--- config.mk ---
export PLATFORM = sky130hd
export DESIGN_NAME = warp_rr_sched
export DESIGN_NICKNAME = d
export VERILOG_FILES = /design/src/rtl/wsched_pkg.sv /design/src/rtl/wsched_stall_track.sv /design/src/rtl/wsched_ctrl.sv /design/src/rtl/wsched_datapath.sv /design/src/rtl/warp_rr_sched.sv
export SDC_FILE = /design/constraint.sdc
export NUM_CORES = 1
export LEC_CHECK = 0
export BUFFER_PORTS_ARGS = -buffer_cell sky130_fd_sc_hd__buf_4
export CORE_AREA = 2 2 39 41
export DETAILED_ROUTE_END_ITERATION = 8
export DIE_AREA = 0 0 41 43
export GPL_ROUTABILITY_DRIVEN = 0
export PLACE_DENSITY_LB_ADDON = 0.25
export SLEW_MARGIN = 20
export SYNTH_ARGS = -nofsm -noshare
export SYNTH_HDL_FRONTEND = slang
export SYNTH_HIERARCHICAL = 1
export SYNTH_SLANG_ARGS = --single-unit
--- constraint.sdc ---
create_clock -name clk -period 1 [get_ports clk]
set_input_delay 0.05 -clock clk [delete_from_list [all_inputs] [get_ports clk]]
set_output_delay 0.05 -clock clk [all_outputs]
set_load 0.01 [all_outputs]
--- src/rtl/wsched_pkg.sv ---
package wsched_pkg;
  // Strobes from the control half to the datapath half.
  typedef struct packed {
    logic advance;  // output register may take a new value this cycle
    logic grant;    // an eligible warp was found
  } schedStrobe_t;
endpackage

--- src/rtl/wsched_stall_track.sv ---
module wsched_stall_track #(
  parameter int N     = 4,
  parameter int WID_W = 2
) (
  input  logic             clk,
  input  logic             rst_n,
  input  logic             setValid,
  input  logic [WID_W-1:0] setWid,
  input  logic             clrValid,
  input  logic [WID_W-1:0] clrWid,
  output logic [N-1:0]     stallBits
);
  for (genvar g = 0; g < N; g++) begin : gBit
    logic hitSet, hitClr;
    assign hitSet = setValid && (setWid == WID_W'(g));
    assign hitClr = clrValid && (clrWid == WID_W'(g));
    always_ff @(posedge clk) begin
      if (!rst_n)      stallBits[g] <= 1'b0;
      else if (hitClr) stallBits[g] <= 1'b0;   // clear has priority
      else if (hitSet) stallBits[g] <= 1'b1;
    end
  end
endmodule

--- src/rtl/wsched_ctrl.sv ---
module wsched_ctrl
  import wsched_pkg::*;
#(
  parameter int N     = 4,
  parameter int WID_W = 2
) (
  input  logic [N-1:0]     eligible,
  input  logic [WID_W-1:0] lastWid,
  input  logic             pickValid,
  input  logic             fetchReady,
  output schedStrobe_t     strobe,
  output logic [WID_W-1:0] nextWid
);
  logic found;

  always_comb begin
    int idx;
    found   = 1'b0;
    nextWid = lastWid;
    for (int i = 1; i <= N; i++) begin
      idx = int'(lastWid) + i;
      if (idx >= N) idx = idx - N;
      if (!found && eligible[idx]) begin
        found   = 1'b1;
        nextWid = WID_W'(idx);
      end
    end
  end

  always_comb begin
    strobe.advance = !pickValid || fetchReady;
    strobe.grant   = strobe.advance && found;
  end
endmodule

--- src/rtl/wsched_datapath.sv ---
module wsched_datapath
  import wsched_pkg::*;
#(
  parameter int N     = 4,
  parameter int WID_W = 2
) (
  input  logic             clk,
  input  logic             rst_n,
  input  schedStrobe_t     strobe,
  input  logic [WID_W-1:0] nextWid,
  output logic             pickValid,
  output logic [WID_W-1:0] pickWid
);
  always_ff @(posedge clk) begin
    if (!rst_n) begin
      pickValid <= 1'b0;
      pickWid   <= WID_W'(N - 1);   // so the first search begins at warp 0
    end else if (strobe.advance) begin
      pickValid <= strobe.grant;
      if (strobe.grant) pickWid <= nextWid;
    end
  end
endmodule

--- src/rtl/warp_rr_sched.sv ---
module warp_rr_sched
  import wsched_pkg::*;
#(
  parameter int NUM_WARPS = 4,
  localparam int WID_W    = (NUM_WARPS > 1) ? $clog2(NUM_WARPS) : 1
) (
  input  logic                 clk,
  input  logic                 rst_n,
  input  logic [NUM_WARPS-1:0] activeMask,
  input  logic                 stallSetValid,
  input  logic [WID_W-1:0]     stallSetWid,
  input  logic                 stallClrValid,
  input  logic [WID_W-1:0]     stallClrWid,
  input  logic                 fetchReady,
  output logic                 pickValid,
  output logic [WID_W-1:0]     pickWid
);
  logic [NUM_WARPS-1:0] stallBits;
  logic [NUM_WARPS-1:0] eligible;
  logic [WID_W-1:0]     nextWid;
  schedStrobe_t         strobe;

  assign eligible = activeMask & ~stallBits;

  wsched_stall_track #(.N(NUM_WARPS), .WID_W(WID_W)) u_stall (
    .clk(clk), .rst_n(rst_n),
    .setValid(stallSetValid), .setWid(stallSetWid),
    .clrValid(stallClrValid), .clrWid(stallClrWid),
    .stallBits(stallBits)
  );

  wsched_ctrl #(.N(NUM_WARPS), .WID_W(WID_W)) u_ctrl (
    .eligible(eligible), .lastWid(pickWid),
    .pickValid(pickValid), .fetchReady(fetchReady),
    .strobe(strobe), .nextWid(nextWid)
  );

  wsched_datapath #(.N(NUM_WARPS), .WID_W(WID_W)) u_dp (
    .clk(clk), .rst_n(rst_n),
    .strobe(strobe), .nextWid(nextWid),
    .pickValid(pickValid), .pickWid(pickWid)
  );
endmodule

# Yosys cells after proc, flatten, opt, wreduce, memory -nomap -nowiden
# Index checks and enable logic that the tools add are counted.
[totals] latch_bits=0 mem_bits_rw=0 ff_bits=7 out_inout_bits=3 romBits=0 input_bits=13 mem_count=0
[op_classes] n_reduce_logical=25 eq_ne=6 div=0 n_shift=0 bitwise=3 add_sub_neg=8 magnitude_cmp=8 n_mul=0 muxes=24
[op_table] operator="32-bit by 4-bit greater-or-equal comparator with 1-bit output, second input constant" n=4
[op_table] operator="32-bit by 4-bit less-than comparator with 1-bit output, second input constant" n=4
[op_table] operator="32-bit two-way mux" n=4
[op_table] operator="32-bit by 4-bit subtractor with 32-bit output, second input constant" n=4
[op_table] operator="1-bit logical AND" n=12
[op_table] operator="1-bit two-way mux" n=12
[op_table] operator="1-bit binary-select mux with 2-bit select" n=4
[op_table] operator="2-bit equality test, second input constant" n=4
[op_table] operator="2-bit two-way mux" n=4
[op_table] operator="2-bit OR reduction" n=4
[op_table] operator="2-bit by 2-bit adder with 3-bit output, second input constant" n=2
[op_table] operator="2-bit by 3-bit adder with 4-bit output, second input constant" n=1
[op_table] operator="4-bit AND" n=1
[op_table] operator="2-bit by 1-bit equality test with 1-bit output, second input constant" n=2
[op_table] operator="1-bit zero test" n=4
[op_table] operator="2-bit zero test" n=2
[op_table] operator="4-bit NOT" n=1
[op_table] operator="4-bit nonzero test" n=1
[op_table] operator="2-bit by 1-bit adder with 3-bit output, second input constant" n=1
[op_table] operator="3-bit AND reduction" n=1
[op_table] operator="1-bit logical OR" n=1
[op_table] operator="1-bit NOT" n=1

# Depth between registers and ports, before layout
# Gate-level depths: netlist of the first run.
[logic_depth] depth_word=18 mapped_depth=6 ltp_nobuf=6

# By module
# Netlist of the first run, hierarchy kept.
[by_module_without_submodules] mod="wsched_stall_track" n_inst=1 area_per_inst_um2=171.4 cells_per_inst=15
[by_module_without_submodules] mod="wsched_datapath" n_inst=1 area_per_inst_um2=115.1 cells_per_inst=12
[by_module_without_submodules] mod="wsched_ctrl" n_inst=1 area_per_inst_um2=82.6 cells_per_inst=15
[by_module_without_submodules] mod="warp_rr_sched" n_inst=1 area_per_inst_um2=55.1 cells_per_inst=4

# Worst setup path after synthesis of the first run
# No wires, ideal clock.
[synth_path] kind="reg-to-reg" from="register u_dp.pickValid" to="register u_dp.pickValid" t_arrival_ns=0.995 slack_ns=-0.109 t_required_ns=0.885 period_less_slack_ns=1.109 stages_incl_launch_ff=5 path_buffers=0 cell_sequence="dfxtp_1 -> nand2b_1 -> a21boi_0 -> and2_2 -> o21a_1"
[synth_lines] element="start: declaration" line="wsched_datapath.sv:11" source="output logic pickValid,"
[synth_lines] element="start signal: assignment" line="wsched_datapath.sv:19" source="pickValid <= strobe.grant;"

# Final worst setup path of the first run
[layout_path] from="register u_stall.stallBits[0]" to="register u_dp.pickWid[0]"
[layout_lines] element="start: declaration" line="wsched_stall_track.sv:11" source="output logic [N-1:0] stallBits"
[layout_lines] element="start signal: indexed assignment" line="wsched_stall_track.sv:18" source="if (!rst_n) stallBits[g] <= 1'b0;"
[layout_lines] element="start signal: indexed assignment" line="wsched_stall_track.sv:19" source="else if (hitClr) stallBits[g] <= 1'b0;"
[layout_lines] element="start signal: indexed assignment" line="wsched_stall_track.sv:20" source="else if (hitSet) stallBits[g] <= 1'b1;"
[layout_lines] element="4-bit NOT *" line="warp_rr_sched.sv:23" source="assign eligible = activeMask & ~stallBits;"
[layout_lines] element="4-bit AND *" line="warp_rr_sched.sv:23"
[layout_lines] element="net eligible[0]" line="warp_rr_sched.sv:19" source="logic [NUM_WARPS-1:0] eligible;"
[layout_lines] element="1-bit binary-select mux with 2-bit select" line="wsched_ctrl.sv:23" source="if (!found && eligible[idx]) begin"
[layout_lines] element="1-bit two-way mux (implied by the code) (2 in a row)" line="wsched_ctrl.sv:23"
[layout_lines] element="1-bit two-way mux" line="wsched_ctrl.sv:23"
[layout_lines] element="1-bit zero test" line="wsched_ctrl.sv:23"
[layout_lines] element="1-bit logical AND" line="wsched_ctrl.sv:23"
[layout_lines] element="1-bit two-way mux" line="wsched_ctrl.sv:23"
[layout_lines] element="1-bit zero test" line="wsched_ctrl.sv:23"
[layout_lines] element="1-bit logical AND" line="wsched_ctrl.sv:23"
[layout_lines] element="1-bit two-way mux" line="wsched_ctrl.sv:23"
[layout_lines] element="1-bit zero test" line="wsched_ctrl.sv:23"
[layout_lines] element="1-bit logical AND" line="wsched_ctrl.sv:23"
[layout_lines] element="2-bit two-way mux *" line="wsched_ctrl.sv:23"
[layout_lines] element="net nextWid[0]" line="warp_rr_sched.sv:20" source="logic [WID_W-1:0] nextWid;"
[layout_lines] element="end signal: assignment" line="wsched_datapath.sv:17" source="pickWid <= WID_W'(N - 1);"
[layout_lines] element="end signal: assignment" line="wsched_datapath.sv:20" source="if (strobe.grant) pickWid <= nextWid;"
[layout_lines] element="end: declaration" line="wsched_datapath.sv:12" source="output logic [WID_W-1:0] pickWid"
# The timed path passes the listed nets; every way through them passes the cells marked *. The select of a mux whose other input is x is not followed.
# A chain may end at the register's enable or synchronous reset.

==> results of run 1 <==
==> timing repair <==
action	CTS	global route
buffers inserted	1	0
gates resized for setup	1	2
endpoints found under the setup margin	3	3
pin swaps	6	8
==> sequential cells by signal, summed over array words and instances (netlist names) <==
signal             count
u_stall/stallBits      4
u_dp/pickWid           2
u_dp/pickValid         1
==> path summary, 6_finish.rpt <==
check,cells past startpoint,to
max,6,u_dp/pickWid[0]
min,2,u_dp/pickWid[1]
max reg2reg,6,u_dp/pickWid[0]
min reg2reg,2,u_dp/pickWid[1]
==> cells by family (layout without fill, tap and decap cells) <==
logic type	count (synthesis)	after routing
simple gates	22	22
compound gates	12	12
flops	7	7
buf+inv	4	29
mux	1	1
==> power groups by stage <==
stage          combinational [W]  clock [W]  sequential, W
6_report                0.000259   0.000254       0.000350
5_1_grt                 0.000285   0.000279       0.000356
4_1_cts                 0.000259   0.000266       0.000350
3_5_place_dp            0.000251          0       0.000356
3_3_place_gp            0.000252          0       0.000355
2_1_floorplan           0.000136          0       0.000360
==> per-stage QoR <==
stage          std cells  setup TNS, ns
6_report              87         -0.143
4_1_cts               87         -0.192
3_3_place_gp          82         -0.275
5_1_grt               87         -0.311
3_5_place_dp          82         -0.234
2_1_floorplan         46        -0.0134
==> worst register-to-register path, delay by kind of cell (launching register included) <==
kind / cells / cell delay (ns)
AND/OR/NAND/NOR: 4 / 0.35
flip-flops: 1 / 0.34
AO/OA/AOI/OAI: 2 / 0.27
==> cells in the mapped netlist <==
library cell	n	area, µm²
sky130_fd_sc_hd__dfxtp_1	7	140
sky130_fd_sc_hd__inv_1	4	15.0
sky130_fd_sc_hd__nand2_1	4	15.0
sky130_fd_sc_hd__nor2b_4	4	55.1
sky130_fd_sc_hd__nand2b_1	3	18.8
sky130_fd_sc_hd__a21oi_1	2	10.0
sky130_fd_sc_hd__and3b_1	2	17.5
sky130_fd_sc_hd__nand3_1	2	10.0
sky130_fd_sc_hd__nor2_1	2	7.51
sky130_fd_sc_hd__o211ai_1	2	15.0
sky130_fd_sc_hd__o221a_1	2	22.5
sky130_fd_sc_hd__o221a_2	2	22.5
sky130_fd_sc_hd__a21boi_0	1	7.51
sky130_fd_sc_hd__a31oi_1	1	6.26
sky130_fd_sc_hd__a32oi_1	1	8.76
sky130_fd_sc_hd__and2_2	1	7.51
sky130_fd_sc_hd__and2b_1	1	7.51
sky130_fd_sc_hd__and3_2	1	7.51
sky130_fd_sc_hd__mux2i_1	1	10.0
sky130_fd_sc_hd__nor3_1	1	5.00
sky130_fd_sc_hd__nor3b_1	1	7.51
sky130_fd_sc_hd__o21a_1	1	7.51
==> routing by layer <==
metal	GRT usage	vias to the layer above
met5	0	-
met3	0.0157	0
met2	0.178	8
li1	-	218
met1	0.167	167
met4	0.0800	0
==> area by class of cell <==
class / count / area [µm²] / area share
multi-input combinational: 35 / 294 / 0.442
timing repair buffer: 21 / 158 / 0.237
sequential: 7 / 151 / 0.227
clock buffer: 3 / 22.5 / 0.0338
tap: 16 / 20.0 / 0.0301
inverter: 4 / 15.0 / 0.0226
clock inverter: 1 / 5.00 / 0.00752
==> summary.md, run 1 <==
## Status
• finished, violations left — outcome
• negative setup slack — violations in the final reports

## Pwr
• 0.000620 W — internal cell power
• 0.301 — relative contribution of combinational cells to total power
• 0.282 — share of total power consumed by net switching
• 0.294 — Clock Power Share
• 0.000243 W — power dissipated by switching net loads
• 0.000863 W — Final Total Pwr
• 0.406 — sequential power share
• 0.503 mV — Worst IR Drop VDD
• 0.349 nW — leakage power figure
• 1300 nW/µm² — P per Cell Area

## Placement
• 689 µm — DP Wirelength
• 15 — Buffers on Ports
• -0.107 ns — Worst Setup Slack post-DPL
• 624 µm² — dpl cell area

## Route
• 852 µm — DRT Wirelength
• 0 — DRC Markers
• 405 µm — met2 routed WL
• met3 — top routing layer used
• 0 — antenna violation net count after detailed routing
• 9.79 µm — wire length per cell
• 410 µm — wire length the detailed router placed on met1
• 3 — length of the first detailed-routing pass in iterations
• 4.52 — via density per instance
• 36 µm — WL met3
• 7 — DRC marker count from the first detailed-route iteration
• 393 — total number of vias

## Cells and area
• sky130_fd_sc_hd__buf_4, sky130_fd_sc_hd__dfxtp_2, sky130_fd_sc_hd__nor2b_4, sky130_fd_sc_hd__nand2_1, sky130_fd_sc_hd__inv_1 — most frequent cells in the layout
• 85 — final-stage net count
• 56.9% — synthesis-to-layout area growth
• 0 — diode insertion count for antenna repair
• 0.481 — share of the core filled with cells
• 0.634 — fraction of final layout cells sized beyond drive strength 1
• 666 µm² — final cell area excluding filler cells
• 130 — number of filler instances in the final layout
• sky130_fd_sc_hd__buf_4 — most frequent standard cell in the layout excluding fill and tap cells

## Worst setup path
• 0 — number of buffer and inverter stages on the critical path
• sky130_fd_sc_hd__dfxtp_2 — highest-delay cell along the critical path
• sky130_fd_sc_hd__nand2_1 — Most Frequent Cell on Critical Path
• 1.19 ns — arrival time of data at the critical path endpoint
• nor2b_4, nand2_1, a32oi_1, nand2_1, nand3_1, o211ai_1 — Critical Path, Cell by Cell
• 3 — maximum net fanout on the critical path
• 1.13 ns — worst endpoint required time
• reg -> reg — Critical Setup Path Class
• -0.07 ns — slack of the worst reg-to-reg path
• flip-flop — CP Capture Type
• u_stall/stallBits[0] — Reg2Reg Launch Point
• u_stall/stallBits[0] — Worst setup startpoint
• simple AND/OR/NAND/NOR gates — Crit path max-delay family
• 0.34 ns — peak per-stage delay on the critical path
• flip-flop — Critical Path Start Type

## Die
• 16 — I/O pin count
• 14 — Rows
• 0.307 — initial core utilization
• 1760 µm² — floorplan die area
• 41 µm — floorplan die width
• 1380 µm² — core outline area
• 43 µm — height of the die

## Clocking
• 2 — maximum buffer depth of the clock tree
• 3 — number of buffers created by CTS
• built — CTS tree
• 0.06 ns — clock transition at the registers of the reported paths
• 0.25 ns — clock latency reported for the late side of the worst-skew pair
• 0 — Hold Buf Count CTS
• sky130_fd_sc_hd__clkbuf_4 — root buffer selected by CTS
• 7 — Clock Sink Count
• 1 — htree depth

## GRT
• 0 — number of antenna violations at the first check in global routing
• 1510 µm — first-pass GRT wire length
• 364 — vias in the first global route
• 0.124 — total track usage
• 0 — leftover overflow at the end of global routing
• 9 — pin count of the biggest net entering global routing

## Synthesis
• 0.236 — compound-cell area share of the yosys netlist
• 424 µm² — post-synthesis instance area
• 6 — warnings from Yosys
• 0.330 — share of synthesized area occupied by flip-flops and latches
• 9.22 µm² — mean area per synthesized cell
• 46 — number of cells produced by synthesis
• 0 — parity-gate share of the synthesized area counting xor and xnor cells
• 7 — flop and latch count out of synthesis
• 0.0236 — fraction of synthesized area in multiplexers
• 59 — total nets after synthesis
• 0.375 — simple-gate area share of the yosys netlist
• simple AND/OR/NAND/NOR gates — dominant combinational cell family by area after synthesis
• 22 — synth unique cells
• 0 — adder and majority cell fraction of the synthesized area

## STA
• 0.202 ns — actual slew at the worst max-slew pin
• 0.864 — remaining max-slew budget at the tightest pin
• 3 — count of final setup violators
• 1.07 — final clock period utilization by the worst path
• 1.07 ns — minimum period implied by the final worst setup slack
• 0.938 GHz — Max Clk Rate
• 0.00239 ns — final setup skew
• 0 — final number of hold-violating endpoints
• -0.0666 ns — post-layout worst setup margin
• 0.0536 ns — final-layout worst hold slack
• 0 — count of final max-slew check failures
• true — setup repair after global routing missed its margin

## Run
• 0 — total of max-cap violations

## Min path
• in -> reg — min-delay worst type
• rst_n — hold path startpoint

Power figures use the tool's default switching activity.
==> inputs of run 2 (changes only) <==
--- a/config.mk
+++ b/config.mk
@@ -14,5 +14,4 @@
 export SLEW_MARGIN = 20
 export SYNTH_ARGS = -nofsm -noshare
 export SYNTH_HDL_FRONTEND = slang
-export SYNTH_HIERARCHICAL = 1
 export SYNTH_SLANG_ARGS = --single-unit
==> run 2 against run 1 <==
Against the previous run: the run still ends with negative setup slack left; wire length grew 38%; area after synthesis increased by 14%; clock skew down 0.0016 ns; non-clock buffer count up 10; largest power group is now combinational cells; highest routed layer is now met4; fmax decreased by 21%; combinational power increased by 130%; critical path depth fell by 1.
==> summary.md, run 2 <==
## Pwr
• 1510 nW/µm² — P per Cell Area
• 0.00125 W — Final Total Pwr
• 0.601 mV — Worst IR Drop VDD
• 0.372 nW — leakage power figure

## Status
• finished, violations left — outcome
• negative setup slack — violations in the final reports

## Worst setup path
• 5 — length in cells of the worst reg-to-reg path
• 1.14 ns — worst endpoint required time
• 1.50 ns — arrival time of data at the critical path endpoint
• flip-flop — CP Capture Type
• -0.35 ns — slack of the worst reg-to-reg path
• u_stall.stallBits[1] — Reg2Reg Launch Point
• flip-flop — Critical Path Start Type
• reg -> reg — Critical Setup Path Class
• 3 — maximum net fanout on the critical path
• u_dp.pickWid[0] — worst flop-to-flop path endpoint

## STA
• true — setup repair after global routing missed its margin
• 0.237 ns — actual slew at the worst max-slew pin
• -0.352 ns — post-layout worst setup margin
• 2 — count of final setup violators
• 1.35 ns — minimum period implied by the final worst setup slack
• 0 — final number of hold-violating endpoints
• 1.35 — final clock period utilization by the worst path
• 0.740 GHz — Max Clk Rate
• 0 — count of final max-slew check failures
• 0.841 — remaining max-slew budget at the tightest pin
• 0.000832 ns — final setup skew

## Synthesis
• 0 — warnings from Yosys
• 0.290 — area share of the largest cell type after synthesis
• sky130_fd_sc_hd__dfxtp_1, sky130_fd_sc_hd__nand2b_1, sky130_fd_sc_hd__nand3_1, sky130_fd_sc_hd__o21ai_0 — leading cell types by count after synthesis
• sky130_fd_sc_hd__dfxtp_1 — most frequent cell after synthesis
• 53 — number of cells produced by synthesis
• 0 — number of flops mapped to enable cells by yosys
• 0.290 — share of synthesized area occupied by flip-flops and latches
• 9.11 µm² — mean area per synthesized cell
• 7 — flop and latch count out of synthesis
• sky130_fd_sc_hd__dfxtp_1 — area leader, netlist
• sky130_fd_sc_hd__dfxtp_1 — Primary FF master, synth
• 483 µm² — post-synthesis instance area
• sky130_fd_sc_hd__dfxtp_1, sky130_fd_sc_hd__o221a_2, sky130_fd_sc_hd__nand2b_1 — main area contributors after synthesis
• 26 — synth unique cells
• 0 — ys async rst share
• 66 — total nets after synthesis

## Min path
• in -> reg — min-delay worst type
• 2 — instance count along the most critical hold path
• rst_n — hold path startpoint
• u_dp.pickWid[1] — endpoint with the worst hold slack

## GRT
• 0.169 — total track usage
• 0 — number of antenna violations at the first check in global routing
• 0 — leftover overflow at the end of global routing
• 1970 µm — first-pass GRT wire length
• 10 — pin count of the biggest net entering global routing
• 532 — vias in the first global route

## Route
• 1180 µm — DRT Wirelength
• 0 — DRC Markers
• 2 — length of the first detailed-routing pass in iterations
• 540 — total number of vias
• 0 — antenna violation net count after detailed routing
• 3 — DRC marker count from the first detailed-route iteration
• 11.5 µm — wire length per cell
• 5.24 — via density per instance

## Run
• 0 — total of max-cap violations

## Cells and area
• sky130_fd_sc_hd__buf_4, sky130_fd_sc_hd__dfxtp_2, sky130_fd_sc_hd__nand2b_4 — most frequent cells in the layout
• 0.667 — fraction of final layout cells sized beyond drive strength 1
• 101 — final-stage net count
• 0 — diode insertion count for antenna repair
• 826 µm² — final cell area excluding filler cells
• sky130_fd_sc_hd__buf_4 — most frequent standard cell in the layout excluding fill and tap cells
• u_stall.stallBits: 4 flops, u_dp.pickWid: 2 flops, u_dp.pickValid: 1 flops — Largest regs
• 4 — number of flip-flops under the largest register name
• u_stall.stallBits — largest register by flop count
• 71.0% — synthesis-to-layout area growth

## Placement
• -0.360 ns — Worst Setup Slack post-DPL
• 932 µm — DP Wirelength
• 15 — Buffers on Ports
• 723 µm² — dpl cell area

## Die
• 16 — I/O pin count
• 41 µm — floorplan die width
• 43 µm — height of the die
• 1760 µm² — floorplan die area
• 14 — Rows
• 0.349 — initial core utilization
• 1380 µm² — core outline area

## Clocking
• 1 — htree depth
• sky130_fd_sc_hd__clkbuf_4 — root buffer selected by CTS
• built — CTS tree
• 2 — maximum buffer depth of the clock tree
• 0 — Hold Buf Count CTS
• 0.26 ns — clock latency reported for the late side of the worst-skew pair
• 7 — Clock Sink Count
• 3 — number of buffers created by CTS
• 0.06 ns — clock transition at the registers of the reported paths

[run 2: logic make-up (layout without fill, tap and decap cells)]
logic type | Yosys count | count (layout) | share of synthesized area
and+or+nand+nor | 22 | 22 | 0.290
muxes | 2 | 2 | 0.0518
AOI/OAI and AO/OA | 18 | 18 | 0.321
buffers and inverters | 4 | 38 | 0.0466
DFF | 7 | 7 | 0.290
[run 2: final cells by class]
class | count | area [µm²]
Multi-Input combinational cell | 42 | 374
Sequential cell | 7 | 150
Fill cell | 133 | 558
Inverter | 3 | 11.3
Clock buffer | 4 | 26.3
Tap cell | 16 | 20.0
Timing Repair Buffer | 31 | 244
[run 2: stage by stage]
step           utilization  hold slack (ns)  setup TNS (ns)  instances
5_1_grt              0.597           0.0483          -0.774        103
4_1_cts              0.587           0.0294          -0.619        103
6_report             0.597           0.0405          -0.631        103
3_5_place_dp         0.523            0.299          -0.685         98
2_1_floorplan            -            0.128          -0.571         53
3_3_place_gp         0.523            0.303          -0.657         98
[run 2: power by group]
part	internal [W]	switching, W	total, W
clock network	0.000153	0.000120	0.000273
logic	0.000360	0.000233	0.000593
registers	0.000326	0.0000567	0.000382
[run 2: repair_timing]
item | CTS | global route
resized for setup | 15 | 6
endpoints found under the setup margin | 3 | 4
buffers inserted | 1 | 0
pin swaps | 3 | 2
[run 2: worst max path at each step]
stage / start / slack, ns / cells after the start / end
2_1_floorplan: u_dp.pickWid[0] / -0.36 / 5 / u_dp.pickWid[0]
3_3_place_gp: u_dp.pickWid[0] / -0.34 / 5 / u_dp.pickWid[0]
3_5_place_dp: u_stall.stallBits[1] / -0.36 / 4 / u_dp.pickWid[0]
4_1_cts: u_stall.stallBits[0] / -0.33 / 5 / u_dp.pickWid[0]
5_1_grt: u_stall.stallBits[1] / -0.39 / 5 / u_dp.pickWid[0]
6_report: u_stall.stallBits[1] / -0.35 / 5 / u_dp.pickWid[0]
[run 2: worst max-delay path, stage by stage, from the launching register on]
cell	delay (ns)
sky130_fd_sc_hd__dfxtp_2	0.33
sky130_fd_sc_hd__and2b_2	0.26
sky130_fd_sc_hd__nand3_2	0.08
sky130_fd_sc_hd__o311ai_2	0.10
sky130_fd_sc_hd__a21oi_2	0.17
sky130_fd_sc_hd__mux2_4	0.31
[run 2: metal layers]
layer,wire length [µm],global-route usage,part of all wire,vias to the layer above
li1,-,-,-,270
met4,14,0.120,0.012,0
met5,0,0,0,-
met2,662,0.294,0.56,14
met1,466,0.161,0.39,254
met3,35,0.0314,0.030,2
==> inputs of run 3 (changes only) <==
--- a/config.mk
+++ b/config.mk
@@ -6,9 +6,9 @@
 export NUM_CORES = 1
 export LEC_CHECK = 0
 export BUFFER_PORTS_ARGS = -buffer_cell sky130_fd_sc_hd__buf_4
-export CORE_AREA = 2 2 39 41
+export CORE_MARGIN = 2
+export CORE_UTILIZATION = 25
 export DETAILED_ROUTE_END_ITERATION = 8
-export DIE_AREA = 0 0 41 43
 export GPL_ROUTABILITY_DRIVEN = 0
 export PLACE_DENSITY_LB_ADDON = 0.25
 export SLEW_MARGIN = 20
==> run 3 against run 2 <==
Against the previous run: the run still ends with negative setup slack left; global-route usage shrank 2.9 points; non-clock buffer count decreased by 1; via count fell by 3.9%; clock power is 1% lower; design area down 0.91%; die area increased by 30%; fmax is 2.2% lower; critical path type unchanged; largest cell class unchanged.
==> summary.md, run 3 (same netlist as run 2, synthesis figures left out) <==
## Status
• finished, violations left — outcome
• negative setup slack — violations in the final reports

## GRT
• 0 — leftover overflow at the end of global routing
• 0 — number of antenna violations at the first check in global routing
• 9 — pin count of the biggest net entering global routing
• 2140 µm — first-pass GRT wire length
• 495 — vias in the first global route
• 0.139 — total track usage

## Clocking
• built — CTS tree
• 2 — maximum buffer depth of the clock tree
• 0.06 ns — clock transition at the registers of the reported paths
• 1 — htree depth
• 3 — number of buffers created by CTS
• 7 — Clock Sink Count
• sky130_fd_sc_hd__clkbuf_4 — root buffer selected by CTS
• 0 — Hold Buf Count CTS
• 0.26 ns — clock latency reported for the late side of the worst-skew pair

## Cells and area
• 188 — number of filler instances in the final layout
• 0 — diode insertion count for antenna repair
• 100 — final-stage net count
• 4 — number of flip-flops under the largest register name
• sky130_fd_sc_hd__buf_4 — most frequent standard cell in the layout excluding fill and tap cells
• 0.628 — fraction of final layout cells sized beyond drive strength 1
• 69.4% — synthesis-to-layout area growth
• u_stall.stallBits — largest register by flop count
• sky130_fd_sc_hd__buf_4, sky130_fd_sc_hd__nand3_1, sky130_fd_sc_hd__dfxtp_2 — most frequent cells in the layout
• u_stall.stallBits: 4 flops, u_dp.pickWid: 2 flops, u_dp.pickValid: 1 flops — Largest regs

## Die
• 0.274 — initial core utilization
• 48.0 µm — floorplan die width
• 48.0 µm — height of the die
• 2300 µm² — floorplan die area
• 15 — Rows
• 1760 µm² — core outline area
• 16 — I/O pin count

## Min path
• in -> reg — min-delay worst type
• 2 — instance count along the most critical hold path

## Placement
• -0.345 ns — Worst Setup Slack post-DPL
• 15 — Buffers on Ports
• 995 µm — DP Wirelength

## Pwr
• 1520 nW/µm² — P per Cell Area
• 0.303 — sequential power share
• 0.00124 W — Final Total Pwr
• 0.647 mV — Worst IR Drop VDD
• 0.217 — Clock Power Share
• 0.362 nW — leakage power figure
• 0.335 — share of total power consumed by net switching
• 0.000825 W — internal cell power
• 0.000416 W — power dissipated by switching net loads
• 0.480 — relative contribution of combinational cells to total power

## Worst setup path
• compound AO/OA/AOI/OAI gates — Crit path max-delay family
• 0 — number of buffer and inverter stages on the critical path
• flip-flop — CP Capture Type
• 5 — critical path depth in cells
• 0.32 ns — peak per-stage delay on the critical path
• flip-flop — Critical Path Start Type
• 1.53 ns — arrival time of data at the critical path endpoint
• nand2b_4, o2111ai_4, o221ai_2, a21oi_2, mux2_4 — Critical Path, Cell by Cell
• reg -> reg — Critical Setup Path Class
• 5 — length in cells of the worst reg-to-reg path
• 3 — maximum net fanout on the critical path
• sky130_fd_sc_hd__dfxtp_2 — highest-delay cell along the critical path
• 1.15 ns — worst endpoint required time

## Run
• 0 — total of max-cap violations

## STA
• 1.38 ns — minimum period implied by the final worst setup slack
• true — setup repair after global routing missed its margin
• 3 — count of final setup violators
• 0.283 ns — actual slew at the worst max-slew pin
• 0.723 GHz — Max Clk Rate
• 0.00651 ns — final setup skew
• 0 — count of final max-slew check failures
• 0.0533 ns — final-layout worst hold slack
• 0.808 — remaining max-slew budget at the tightest pin
• 0 — final number of hold-violating endpoints
• -0.382 ns — post-layout worst setup margin
• 1.38 — final clock period utilization by the worst path

## Route
• 4.68 — via density per instance
• 12.1 µm — wire length per cell
• 4 — length of the first detailed-routing pass in iterations
• 519 — total number of vias
• 0 — antenna violation net count after detailed routing
• 9 — DRC marker count from the first detailed-route iteration
• 1340 µm — DRT Wirelength
• 0 — DRC Markers

## run 3: cell count changes in the layout (fill, tap and decap cells not counted), sizes merged
cell	delta
clkbuf	-1
buf	-1
clkinv	+1
## run 3: through the flow
step | setup TNS [ns] | util | cell area [µm²] | std cells
detailed placement | -0.747 | 0.408 | 719 | 105
global placement | -0.722 | 0.408 | 719 | 105
floorplan | -0.571 | - | 489 | 53
finish | -0.775 | 0.464 | 818 | 111
global route | -0.969 | 0.464 | 818 | 111
CTS | -0.796 | 0.448 | 791 | 110
## run 3: final timing paths
path                            slack (ns)                 start                    to
worst max-delay path                 -0.38  u_stall.stallBits[3]       u_dp.pickWid[0]
worst max register to register       -0.38  u_stall.stallBits[3]       u_dp.pickWid[0]
worst min-delay path                  0.05                 rst_n       u_dp.pickWid[1]
worst min register to register        0.53  u_stall.stallBits[3]  u_stall.stallBits[3]
## run 3: layout make-up
class / count / area (µm²) / share of cell area
flip-flops and latches: 7 / 149 / 0.182
inverters: 3 / 11.3 / 0.0138
repair buffers: 30 / 236 / 0.289
clock buffers: 3 / 22.5 / 0.0275
multi-input cells: 42 / 363 / 0.443
clock inverters: 1 / 5.00 / 0.00612
well taps: 25 / 31.3 / 0.0382
## run 3: metal layers
metal,part of all wire,global-route usage
met2,0.50,0.224
met1,0.44,0.172
met3,0.061,0.0604
met4,0,0.0324
met5,0,0
## run 3: what timing repair did
action,in CTS,in global routing
cloned,0,0
pin swaps,3,3
buffers inserted,1,1
resized for setup,10,6
setup endpoints to repair,4,4
endpoints found under the hold margin,0,0
## run 3: power by group through the flow
stage / clock network [W] / logic [W] / registers, W
2_1_floorplan: 0 / 0.000269 / 0.000362
3_3_place_gp: 0 / 0.000469 / 0.000370
3_5_place_dp: 0 / 0.000475 / 0.000371
4_1_cts: 0.000280 / 0.000544 / 0.000375
5_1_grt: 0.000304 / 0.000648 / 0.000383
6_report: 0.000269 / 0.000596 / 0.000376
## run 3: worst reg2reg max path: stages, from the launching register on
cell and delay, ns:
sky130_fd_sc_hd__dfxtp_2 0.32, sky130_fd_sc_hd__nand2b_4 0.16, sky130_fd_sc_hd__o2111ai_4 0.20, sky130_fd_sc_hd__o221ai_2 0.14
sky130_fd_sc_hd__a21oi_2 0.14, sky130_fd_sc_hd__mux2_4 0.30
